### src/rtl/tlbl_pkg.sv
package tlbl_pkg;
  // width of an index over n items, never below one bit
  function automatic int unsigned idx_bits(input int unsigned n);
    return (n <= 2) ? 1 : $clog2(n);
  endfunction
endpackage

### src/rtl/tlbl_tag_cam.sv
module tlbl_tag_cam #(
  parameter int unsigned ENTRIES = 8,
  parameter int unsigned VPN_W   = 20,
  parameter int unsigned IDX_W   = 3
) (
  input  logic               clk,
  input  logic               rst_n,
  input  logic               wr_en,
  input  logic [IDX_W-1:0]   wr_idx,
  input  logic [VPN_W-1:0]   wr_vpn,
  input  logic [VPN_W-1:0]   key,
  output logic [ENTRIES-1:0] match_o
);
  logic [ENTRIES-1:0] valid_q;

  for (genvar e = 0; e < ENTRIES; e++) begin : g_row
    logic [VPN_W-1:0] tag_q;
    logic             row_wr;
    assign row_wr = wr_en && (wr_idx == IDX_W'(e));

    always_ff @(posedge clk) begin
      if (!rst_n) valid_q[e] <= 1'b0;
      else if (row_wr) valid_q[e] <= 1'b1;
    end

    always_ff @(posedge clk) begin
      if (row_wr) tag_q <= wr_vpn;
    end

    // one match line per row: valid and every key bit equal
    assign match_o[e] = valid_q[e] && (tag_q == key);
  end
endmodule

### src/rtl/tlbl_ppn_array.sv
module tlbl_ppn_array #(
  parameter int unsigned ENTRIES = 8,
  parameter int unsigned PPN_W   = 16,
  parameter int unsigned IDX_W   = 3
) (
  input  logic               clk,
  input  logic               wr_en,
  input  logic [IDX_W-1:0]   wr_idx,
  input  logic [PPN_W-1:0]   wr_ppn,
  input  logic [ENTRIES-1:0] word_sel,
  output logic [PPN_W-1:0]   rd_ppn
);
  logic [PPN_W-1:0] gated [ENTRIES];

  for (genvar e = 0; e < ENTRIES; e++) begin : g_word
    logic [PPN_W-1:0] ppn_q;
    always_ff @(posedge clk) begin
      if (wr_en && (wr_idx == IDX_W'(e))) ppn_q <= wr_ppn;
    end
    // the match line is the word select; no encoder in between
    assign gated[e] = ppn_q & {PPN_W{word_sel[e]}};
  end

  always_comb begin
    rd_ppn = '0;
    for (int e = 0; e < ENTRIES; e++) rd_ppn = rd_ppn | gated[e];
  end
endmodule

### src/rtl/tlbl_miss_nor.sv
module tlbl_miss_nor #(
  parameter int unsigned ENTRIES = 8
) (
  input  logic [ENTRIES-1:0] lines,
  output logic               none_o
);
  assign none_o = ~(|lines);
endmodule

### src/rtl/tlbl_top.sv
module tlbl_top #(
  parameter int unsigned ENTRIES = 8,
  parameter int unsigned VPN_W   = 20,
  parameter int unsigned PPN_W   = 16,
  parameter int unsigned OFF_W   = 12,
  localparam int unsigned IDX_W  = tlbl_pkg::idx_bits(ENTRIES),
  localparam int unsigned VA_W   = VPN_W + OFF_W,
  localparam int unsigned PA_W   = PPN_W + OFF_W
) (
  input  logic             clk,
  input  logic             rst_n,
  input  logic             fill_en,
  input  logic [IDX_W-1:0] fill_idx,
  input  logic [VPN_W-1:0] fill_vpn,
  input  logic [PPN_W-1:0] fill_ppn,
  input  logic             lk_valid,
  input  logic [VA_W-1:0]  lk_vaddr,
  output logic             rsp_valid,
  output logic             rsp_hit,
  output logic             rsp_miss,
  output logic [PA_W-1:0]  rsp_paddr
);
  function automatic logic [PA_W-1:0] join_paddr(input logic [PPN_W-1:0] ppn,
                                                 input logic [OFF_W-1:0] off);
    return {ppn, off};
  endfunction

  logic [VPN_W-1:0]   key_vpn;
  logic [OFF_W-1:0]   key_off;
  logic [ENTRIES-1:0] match_line;
  logic               miss_line;
  logic [PPN_W-1:0]   sel_ppn;

  assign key_vpn = lk_vaddr[VA_W-1:OFF_W];
  assign key_off = lk_vaddr[OFF_W-1:0];

  tlbl_tag_cam #(.ENTRIES(ENTRIES), .VPN_W(VPN_W), .IDX_W(IDX_W)) u_tags (
    .clk(clk), .rst_n(rst_n), .wr_en(fill_en), .wr_idx(fill_idx),
    .wr_vpn(fill_vpn), .key(key_vpn), .match_o(match_line)
  );

  tlbl_ppn_array #(.ENTRIES(ENTRIES), .PPN_W(PPN_W), .IDX_W(IDX_W)) u_data (
    .clk(clk), .wr_en(fill_en), .wr_idx(fill_idx), .wr_ppn(fill_ppn),
    .word_sel(match_line), .rd_ppn(sel_ppn)
  );

  tlbl_miss_nor #(.ENTRIES(ENTRIES)) u_nor (
    .lines(match_line), .none_o(miss_line)
  );

  always_ff @(posedge clk) begin
    if (!rst_n) begin
      rsp_valid <= 1'b0;
      rsp_hit   <= 1'b0;
      rsp_miss  <= 1'b0;
      rsp_paddr <= '0;
    end else begin
      rsp_valid <= lk_valid;
      rsp_hit   <= lk_valid && !miss_line;
      rsp_miss  <= lk_valid && miss_line;
      rsp_paddr <= lk_valid ? join_paddr(sel_ppn, key_off) : '0;
    end
  end
endmodule

### config.mk
export PLATFORM = sky130hd
export DESIGN_NAME = tlbl_top
export DESIGN_NICKNAME = d
export VERILOG_FILES = /design/src/rtl/tlbl_pkg.sv /design/src/rtl/tlbl_tag_cam.sv /design/src/rtl/tlbl_ppn_array.sv /design/src/rtl/tlbl_miss_nor.sv /design/src/rtl/tlbl_top.sv
export SDC_FILE = /design/constraint.sdc
export NUM_CORES = 1
export LEC_CHECK = 0
export BUFFER_PORTS_ARGS = -buffer_cell sky130_fd_sc_hd__buf_4
export CORE_ASPECT_RATIO = 0.7
export CORE_MARGIN = 1.5
export CORE_UTILIZATION = 55
export DETAILED_ROUTE_END_ITERATION = 10
export GPL_ROUTABILITY_DRIVEN = 0
export HOLD_SLACK_MARGIN = 0.1
export PLACE_DENSITY = 0.71
export SYNTH_ARGS = -nofsm -noshare
export SYNTH_HDL_FRONTEND = slang
export SYNTH_SLANG_ARGS = --single-unit
### constraint.sdc
create_clock -name clk -period 6.9 [get_ports clk]
set_input_delay 0.345 -clock clk [delete_from_list [all_inputs] [get_ports clk]]
set_output_delay 0.345 -clock clk [all_outputs]
set_load 0.02 [all_outputs]
==> results of run 1 <==
## worst paths after layout
check / from / endpoint / slack, ns / cells past startpoint
max: u_tags.g_row[5].tag_q[0] / rsp_paddr[13] / 4.29 / 6
max reg2reg: u_tags.g_row[5].tag_q[0] / rsp_paddr[13] / 4.29 / 6
min reg2reg: u_tags.valid_q[5] / u_tags.valid_q[5] / 0.46 / 1
min: lk_valid / rsp_paddr[4] / 0.11 / 2
## metal layers
| metal | wire [um] | part of all wire, % | up-vias | global-route usage (%) |
|---|---|---|---|---|
| met5 | 0 | 0 | - | 0 |
| li1 | - | - | 3341 | - |
| met3 | 3240 | 11 | 40 | 5.34 |
| met1 | 13700 | 45 | 3789 | 39.4 |
| met4 | 411 | 1.3 | 0 | 5.06 |
| met2 | 13400 | 44 | 442 | 37.1 |
## cell families after synthesis
logic type / count (synthesis) / share of synthesized area (%)
XOR/XNOR: 160 / 10.9
AND/OR/NAND/NOR: 243 / 11.2
AO/OA/AOI/OAI: 29 / 1.74
flip-flops: 327 / 72.9
buffers and inverters: 49 / 3.23
## power by group
part           switching, uW  internal (uW)  leakage, uW
registers               20.4           2220      0.00293
clock network            710           1020     0.000498
logic                    144            104      0.00177
total                    874           3340      0.00520
## per-stage QoR
step | hold WS, ns | total power, uW | setup slack, ns | utilization (%)
CTS | 0.108 | 4220 | 4.43 | 67.3
global placement | 0.438 | 2500 | 4.26 | 60.7
detailed placement | 0.447 | 2500 | 4.29 | 60.7
finish | 0.111 | 4220 | 4.29 | 67.3
floorplan | 0.433 | 2400 | 3.37 | -
global route | 0.112 | 4330 | 4.18 | 67.3
## layout by cell type, fill, tap and decap left out, drive strengths merged, types with 20 or more instances in the layout
cell / instances
edfxtp: 288
clkbuf: 41
buf: 119
nand3: 136
xnor2: 128
and3: 20
xor2: 32
dlygate4sd3: 48
nand4: 56
dfxtp: 39
o21a: 24
## flip-flops by register name, summed over array words and instances (netlist names)
register	flops
u_tags.valid_q	8
rsp_paddr	28
rsp_hit	1
rsp_miss	1
u_tags.g_row.tag_q	160
rsp_valid	1
u_data.g_word.ppn_q	128
## synthesized netlist by cell type
library cell  count  area, um^2
edfxtp_1        288        8650
nand3_1         136         681
xnor2_1         126        1100
nand4_1          55         344
dfxtp_1          39         781
xor2_1           32         280
o21a_1           24         180
buf_6            21         236
and3_1           20         125
buf_2            13        65.1
buf_4             8        60.1
nor4_1            8        50.1
nor4_4            8         170
nor2_1            6        22.5
clkbuf_1          3        11.3
clkbuf_8          3        41.3
nand2_1           3        11.3
nand2b_1          3        18.8
a22oi_1           2        15.0
nor3_1            2        10.0
xnor2_2           2        32.5
a221oi_2          1        15.0
a22o_1            1        8.76
a31oi_1           1        6.26
and4_1            1        8.76
clkinv_1          1        3.75
nand4_2           1        12.5
## area by class of cell
cell class / count / area [um^2] / share of cell area, %
sequential: 327 / 9430 / 61.3
multi-input combinational: 432 / 3150 / 20.5
timing repair buffer: 167 / 1370 / 8.93
clock buffer: 41 / 823 / 5.35
tap: 312 / 390 / 2.54
clock inverter: 15 / 208 / 1.35
inverter: 1 / 3.75 / 0.0244
==> run_results.csv, run 1 <==
group,metric,value,unit
clock_tree,ctsHtreeMaxLevel,1,
sta,finalSetupViolCount,0,
grt,global_route.overflow_total,0,
setup_path,setup.worst_path.end_class,"flip-flop",
setup_path,worst-path-max-fanout,17,
power_and_ir_drop,power_per_cell_area,274,mW/mm^2
flow_run,cap_viol_max_count,0,
min_path,hold_path_class,"primary input to flip-flop",
logic_synthesis,synthDistinctLibCells,27,
place,placement.cell_area,0.0139,mm^2
sta,max_freq,383,MHz
grt,initial_antenna_violation_count,0,
clock_tree,holdBufCountCts,48,
floorplan,rows,46,
sta,period_needed,2.61,ns
grt,grt_start_max_net_pins,38,
floorplan,start_util,56.6,%
power_and_ir_drop,power_leakage,0.00520,uW
sta,finalHoldViolations,0,
setup_path,critical-path-top-cell-by-count,"nand4_1",
power_and_ir_drop,ir_worst_vdd,0.204,mV
sta,tightest_slew,1.10,ns
drt,via_per_inst,5.88,
drt,detail_route.first_pass.iterations,5,
sta,rsz0062_at_grt,"false",
sta,setup-tns-final,0,ns
sta,final_min_period_over_clock_period,37.9,%
setup_path,critical-path-max-stage-delay,1.00,ns
floorplan,die-height,131,um
logic_synthesis,synth.net_count,883,
setup_path,cp_data_arrival_time,3.12,ns
floorplan,die_w,186,um
clock_tree,root_buffer,"clkbuf_16",
sta,fin_worst_skew,0.00896,ns
setup_path,critical_path_buf_inv_count,0,
drt,dr_total_vias,7612,
clock_tree,post_cts_buffers,0,
clock_tree,numCtsBuffers,30,
logic_synthesis,yosys_warnings,0,
sta,max_slew_margin,26.1,%
logic_synthesis,synth-seq-cells,327,
grt,globalRouteTotalUtil,25.4,%
place,post_dp_hpwl,18.6,mm
grt,grt_pass1_wl,46.4,mm
setup_path,cp.required,7.40,ns
floorplan,boundaryPins,106,
clock_tree,clockBufferDepth,3,
logic_synthesis,seq_area_frac_synth,72.9,%
drt,drc,0,
cells_and_area,postLayoutCellArea,0.0154,mm^2
setup_path,critPathKind,"flip-flop to flip-flop",
clock_tree,clk_latency,0.56,ns
setup_path,crit_path_start_kind,"flip-flop",
cells_and_area,drive_above_1_share,18.9,%
setup_path,critPathSlowestCell,"nor4_4",
floorplan,coreArea,0.0228,mm^2
setup_path,timing.critical_path.max_delay_family,"simple AND/OR/NAND/NOR gates",
drt,wirelength,30.8,mm
cells_and_area,nFillCells,1551,
drt,ant_nets,0,
place,place_inst,1191,
logic_synthesis,syn_avg_cell_area,16.0,um^2
logic_synthesis,synthesis.instances,808,
setup_path,cp_cell_sequence,"xnor2_1 -> nand4_1 -> nor4_4 -> nand3_1 -> nand4_1 -> o21a_1",
cells_and_area,stdcell_count,1295,
cells_and_area,fin_nets,1034,
sta,timing_max_transition_violations_final,0,
drt,drt_iter0_drc,965,
grt,grt_pass1_vias,7566,
logic_synthesis,synth_cell_area,0.0129,mm^2
clock_tree,cts.sinks,327,
cells_and_area,diodes,0,
clock_tree,clk_transition_reported_paths,0.07,ns
clock_tree,cts_repair_resizes,0,
cells_and_area,syn2layout_area_growth,18.8,%
floorplan,design.die.area,0.0245,mm^2
drt,route.detailed.wl_per_inst,23.7,um
clock_tree,clock_tree_from_tritoncts,"yes",
place,port-buffer-count,105,
status,outcome,"completed",
Note: power is estimated with default switching activity, not from simulation.
==> inputs of run 2 (changes only) <==
--- a/config.mk
+++ b/config.mk
@@ -5,6 +5,7 @@
 export SDC_FILE = /design/constraint.sdc
 export NUM_CORES = 1
 export LEC_CHECK = 0
+export ABC_AREA = 1
 export BUFFER_PORTS_ARGS = -buffer_cell sky130_fd_sc_hd__buf_4
 export CORE_ASPECT_RATIO = 0.7
 export CORE_MARGIN = 1.5
==> constraint.sdc (replaced) <==
create_clock -name clk -period 2.42 [get_ports clk]
set_input_delay 0.121 -clock clk [delete_from_list [all_inputs] [get_ports clk]]
set_output_delay 0.121 -clock clk [all_outputs]
set_load 0.02 [all_outputs]
==> run_results.csv, run 2 <==
group,metric,value,unit
cells_and_area,drive_above_1_share,16.5,%
grt,grt_pass1_wl,57.3,mm
clock_tree,clk_latency,0.55,ns
setup_path,reg2reg_depth,10,
cells_and_area,fin_nets,1499,
cells_and_area,diodes,0,
cells_and_area,nFillCells,1822,
logic_synthesis,syn_avg_cell_area,11.2,um^2
floorplan,coreArea,0.0249,mm^2
min_path,hold_path_class,"primary input to flip-flop",
logic_synthesis,synth-edff-count,288,
grt,grtUsageMet3,5.10,%
setup_path,cp_data_arrival_time,2.53,ns
logic_synthesis,synthTopCellsByArea,"edfxtp_1 (62%), nand2_1 (9.1%), nand4_1 (5.7%)",
clock_tree,cts.sinks,327,
grt,initial_antenna_violation_count,0,
setup_path,setup.worst_path.end_class,"flip-flop",
sta,max_freq,476,MHz
setup_path,critPathKind,"flip-flop to flip-flop",
setup_path,critical_path_buf_inv_count,0,
cells_and_area,mostFrequentLayoutCells,"nand2_1 (340), edfxtp_1 (288), nand4_1 (128), nor2_1 (127), buf_4 (113)",
drt,route.detailed.wl_per_inst,21.7,um
sta,fin_worst_skew,0.0162,ns
setup_path,critPathSlowestCell,"edfxtp_1",
place,place_inst,1657,
status,violations,"design-rule violations",
cells_and_area,max_ffs_per_register,160,
cells_and_area,stdcell_count,1771,
clock_tree,root_buffer,"clkbuf_16",
clock_tree,clockBufferDepth,3,
cells_and_area,final_core_utilization,66.9,%
place,port-buffer-count,105,
drt,ant_nets,0,
clock_tree,numCtsBuffers,29,
logic_synthesis,netlist.top_cell.by_area,"edfxtp_1",
cells_and_area,largest_register,"u_tags.g_row.tag_q",
drt,drc,7,
setup_path,cp.required,2.85,ns
setup_path,worst-path-max-fanout,17,
place,post_dp_hpwl,25.6,mm
grt,grt_start_max_net_pins,38,
clock_tree,holdBufCountCts,61,
setup_path,cp.depth,10,
status,outcome,"finished with violations",
logic_synthesis,yosys_warnings,0,
setup_path,crit_path_start_kind,"flip-flop",
floorplan,boundaryPins,106,
place,dpl_worst_slack,0.424,ns
logic_synthesis,synthDominantCellAreaShare,61.7,%
grt,global_route.overflow_total,0,
drt,dr_total_vias,10300,
setup_path,cp_cell_sequence,"nand2_1 -> o21ai_0 -> nor2_1 -> nand3_1 -> nor2_4 -> nand3_1 -> nand2_1 -> nor2_1 -> nand2_1 -> nor2_1",
power_and_ir_drop,ir_worst_vdd,0.589,mV
logic_synthesis,synth.net_count,1330,
setup_path,critPathLaunch,"u_tags.g_row[1].tag_q[17]",
grt,globalRouteTotalUtil,29.4,%
power_and_ir_drop,power_per_cell_area,714,mW/mm^2
cells_and_area,syn2layout_area_growth,18.6,%
drt,detail_route.first_pass.iterations,9,
floorplan,rows,48,
sta,finalHoldViolations,0,
drt,wirelength,38.5,mm
logic_synthesis,most_common_library_cells_after_synthesis,"nand2_1 (340), edfxtp_1 (288), nor2_1 (135)",
grt,top_usage_layer,"met1",
logic_synthesis,post-synth-top-count-cell,"nand2_1",
cells_and_area,layout_commonest_cell,"nand2_1",
drt,drt_iter0_drc,1537,
sta,max_slew_margin,56.7,%
floorplan,start_util,56.4,%
clock_tree,post_cts_buffers,0,
setup_path,ff2ff_setup_slack,0.32,ns
flow_run,cap_viol_max_count,0,
setup_path,cp_capture_point,"rsp_miss",
floorplan,design.die.area,0.0265,mm^2
clock_tree,ctsHtreeMaxLevel,1,
setup_path,worst_r2r_endpoint,"rsp_miss",
logic_synthesis,seq_area_frac_synth,67.2,%
power_and_ir_drop,power_leakage,0.00661,uW
clock_tree,clock_tree_from_tritoncts,"yes",
place,placement.cell_area,0.0151,mm^2
logic_synthesis,synth-seq-cells,327,
sta,worst_setup_slack_final,0.317,ns
clock_tree,cts_repair_resizes,0,
clock_tree,clk_transition_reported_paths,0.07,ns
logic_synthesis,ys.flop_type,"edfxtp_1",
cells_and_area,largestRegisters,"u_tags.g_row.tag_q x160, u_data.g_word.ppn_q x128, rsp_paddr x28",
drt,via_per_inst,5.79,
logic_synthesis,synthesis.instances,1255,
sta,finalSetupViolCount,0,
setup_path,timing.critical_path.max_delay_family,"simple AND/OR/NAND/NOR gates",
grt,use_met1,45.8,%
setup_path,reg2reg_from,"u_tags.g_row[1].tag_q[17]",
sta,period_needed,2.10,ns
cells_and_area,postLayoutCellArea,0.0166,mm^2
sta,setup-tns-final,0,ns
floorplan,die-height,137,um
logic_synthesis,synth_cell_area,0.0140,mm^2
grt,grtUsageMet2,43.7,%
floorplan,die_w,194,um
sta,final_min_period_over_clock_period,86.9,%
sta,rsz0062_at_grt,"false",
grt,grt_pass1_vias,9511,
logic_synthesis,postSynth.asyncResetShare,0,%
setup_path,critical-path-max-stage-delay,0.41,ns
sta,timing_max_transition_violations_final,0,
sta,tightest_slew,0.650,ns
logic_synthesis,synthDistinctLibCells,27,
run 2: tightest hold or removal path, cell delays in order:
cell    delay [ns]
buf_4         0.09
nor2_1        0.04
inv_1         0.14
nor2_4        0.15
run 2: worst min path at each step:
stage           startpoint                   endpoint  slack, ns  cells past startpoint
2_1_floorplan  fill_ppn[0]  u_data.g_word[0].ppn_q[0]       0.22                      0
6_report       fill_idx[0]  u_tags.g_row[0].tag_q[15]       0.19                      4
3_3_place_gp   lk_vaddr[0]               rsp_paddr[0]       0.33                      3
4_1_cts        fill_idx[0]   u_tags.g_row[0].tag_q[9]       0.18                      4
5_1_grt        fill_idx[0]  u_tags.g_row[7].tag_q[13]       0.23                      3
3_5_place_dp   lk_vaddr[2]               rsp_paddr[2]       0.34                      3
run 2: kinds of logic after synthesis:
kind of cell	after synthesis	synth area share (%)
xor gates and xnor gates	30	1.87
DFF	327	67.2
AOI/OAI and AO/OA	89	3.55
and+or+nand+nor	658	21.8
buffers and inverters	151	5.57
run 2: metal layers:
layer | part of all wire [%] | up-vias
li1 | - | 4657
met1 | 42 | 4831
met2 | 43 | 707
met3 | 13 | 58
met4 | 1.7 | 0
met5 | 0 | -
run 2: final cells by class:
class,count,area (um^2),area share (%)
Multi-Input combinational cell,777,3870,23.3
Clock buffer,34,785,4.72
Tap cell,325,407,2.45
Clock inverter,19,180,1.08
Timing Repair Buffer,178,1540,9.26
Sequential cell,327,9430,56.7
Inverter,111,417,2.51
run 2: report_power, final:
group / internal (uW) / switching [uW]
combinational: 287 / 540
sequential: 6310 / 65.6
clock: 2640 / 2030
run 2: through the flow:
stage	hold slack, ns	power (uW)
5_1_grt	0.228	12200
2_1_floorplan	0.220	6860
3_3_place_gp	0.334	7210
3_5_place_dp	0.343	7230
6_report	0.194	11900
4_1_cts	0.183	11900
==> inputs of run 3 (changes only) <==
--- a/config.mk
+++ b/config.mk
@@ -7,13 +7,15 @@
 export LEC_CHECK = 0
 export ABC_AREA = 1
 export BUFFER_PORTS_ARGS = -buffer_cell sky130_fd_sc_hd__buf_4
+export CELL_PAD_IN_SITES_DETAIL_PLACEMENT = 0
+export CELL_PAD_IN_SITES_GLOBAL_PLACEMENT = 2
 export CORE_ASPECT_RATIO = 0.7
 export CORE_MARGIN = 1.5
-export CORE_UTILIZATION = 55
+export CORE_UTILIZATION = 40
 export DETAILED_ROUTE_END_ITERATION = 10
 export GPL_ROUTABILITY_DRIVEN = 0
 export HOLD_SLACK_MARGIN = 0.1
-export PLACE_DENSITY = 0.71
+export PLACE_DENSITY = 0.76
 export SYNTH_ARGS = -nofsm -noshare
 export SYNTH_HDL_FRONTEND = slang
 export SYNTH_SLANG_ARGS = --single-unit
==> run_results.csv, run 3 (synthesis gave the netlist of run 2 again) <==
group,metric,value,unit
drt,drc,0,
clock_tree,post_cts_buffers,0,
cells_and_area,fin_nets,1495,
cells_and_area,layout_commonest_cell,"nand2_1",
power_and_ir_drop,power_per_cell_area,731,mW/mm^2
grt,grt_pass1_vias,9562,
flow_run,cap_viol_max_count,0,
drt,route.detailed.wl_per_inst,22.4,um
setup_path,worst-path-max-fanout,17,
clock_tree,clk_transition_reported_paths,0.06,ns
cells_and_area,largest_register,"u_tags.g_row.tag_q",
place,post_dp_hpwl,28.3,mm
sta,finalHoldViolations,0,
floorplan,start_util,40.5,%
setup_path,crit_path_start_kind,"flip-flop",
status,outcome,"completed",
sta,rsz0062_at_grt,"false",
setup_path,critPathKind,"flip-flop to flip-flop",
cells_and_area,syn2layout_area_growth,20.2,%
sta,max_slew_margin,52.3,%
floorplan,die_w,227,um
grt,initial_antenna_violation_count,0,
setup_path,cp_data_arrival_time,2.47,ns
place,port-buffer-count,105,
drt,wirelength,43.0,mm
clock_tree,clk_latency,0.53,ns
sta,tightest_slew,0.714,ns
drt,detail_route.first_pass.iterations,5,
sta,fin_worst_skew,0.0205,ns
power_and_ir_drop,ir_worst_vdd,0.431,mV
grt,grt_start_max_net_pins,38,
sta,setup-tns-final,0,ns
grt,globalRouteTotalUtil,24.4,%
drt,ant_nets,0,
grt,global_route.overflow_total,0,
clock_tree,cts.sinks,327,
setup_path,cp.required,2.86,ns
clock_tree,root_buffer,"clkbuf_16",
floorplan,rows,57,
sta,final_min_period_over_clock_period,83.8,%
drt,dr_total_vias,9904,
clock_tree,clockBufferDepth,3,
cells_and_area,largestRegisters,"u_tags.g_row.tag_q x160, u_data.g_word.ppn_q x128, rsp_paddr x28",
floorplan,die-height,160,um
cells_and_area,mostFrequentLayoutCells,"nand2_1 (340), edfxtp_1 (288), nand4_1 (128), nor2_1 (127), buf_4 (111)",
sta,period_needed,2.03,ns
cells_and_area,final_core_utilization,48.7,%
cells_and_area,drive_above_1_share,16.5,%
drt,via_per_inst,5.17,
min_path,hold_path_class,"primary input to flip-flop",
clock_tree,numCtsBuffers,35,
cells_and_area,diodes,0,
floorplan,design.die.area,0.0362,mm^2
sta,finalSetupViolCount,0,
floorplan,coreArea,0.0346,mm^2
drt,drt_iter0_drc,1016,
sta,timing_max_transition_violations_final,0,
floorplan,boundaryPins,106,
clock_tree,ctsHtreeMaxLevel,2,
cells_and_area,max_ffs_per_register,160,
clock_tree,clock_tree_from_tritoncts,"yes",
sta,max_freq,493,MHz
setup_path,setup.worst_path.end_class,"flip-flop",
power_and_ir_drop,power_leakage,0.00661,uW
grt,grt_pass1_wl,63.9,mm
run 3: final timing paths:
path / start / end / slack (ns) / cells past startpoint
hold reg to reg: u_tags.valid_q[5] / u_tags.valid_q[5] / 0.47 / 2
setup / recovery: u_tags.g_row[7].tag_q[13] / rsp_paddr[23] / 0.39 / 9
setup reg to reg: u_tags.g_row[7].tag_q[13] / rsp_paddr[23] / 0.39 / 9
hold / removal: fill_idx[1] / u_tags.g_row[5].tag_q[4] / 0.19 / 4
run 3: stage by stage:
stage / setup WS, ns / cells / hold WS, ns / cell area [um^2] / total power (uW)
after global routing: 0.188 / 1917 / 0.218 / 16900 / 12700
after detailed placement: 0.381 / 1805 / 0.341 / 15300 / 7270
final: 0.392 / 1917 / 0.193 / 16900 / 12300
after floorplan: 0.135 / 1255 / 0.220 / 14000 / 6860
after global placement: 0.390 / 1805 / 0.336 / 15300 / 7260
after CTS: 0.393 / 1917 / 0.178 / 16900 / 12400
run 3: critical path: stages, from the launching register on:
cell      delay (ns)
edfxtp_1        0.40
nand2_1         0.14
nand2_1         0.06
nor2_1          0.23
nand2_1         0.14
nor2_4          0.49
nand4_1         0.15
nand2_1         0.12
nor2_1          0.07
a21oi_2         0.13
run 3: report_power, final:
part | internal, uW | leakage (uW) | total, uW | switching [uW]
clock network | 2910 | 0.000531 | 5100 | 2190
logic | 282 | 0.00314 | 844 | 563
registers | 6320 | 0.00293 | 6380 | 58.6
total | 9510 | 0.00661 | 12300 | 2810
run 3: per-layer routing:
metal  track usage [%]  vias to the layer above  part of all wire, %
li1                  -                     4659                    -
met3              5.23                       66                  7.1
met4              5.73                        0                  2.0
met1              39.1                     4830                   50
met2              33.1                      349                   41
met5                 0                        -                    0
run 3: layout make-up:
type | count | area, um^2
Sequential cell | 327 | 9430
Multi-Input combinational cell | 777 | 3870
Fill cell | 3116 | 17700
Clock buffer | 50 | 1010
Inverter | 111 | 417
Timing Repair Buffer | 168 | 1470
Tap cell | 472 | 591
Clock inverter | 12 | 53.8
run 3: repair_timing:
item                       CTS  global route
setup endpoints to repair    0             0
hold buffers                50             0
resized for setup            0             0
hold endpoints to repair   304             0
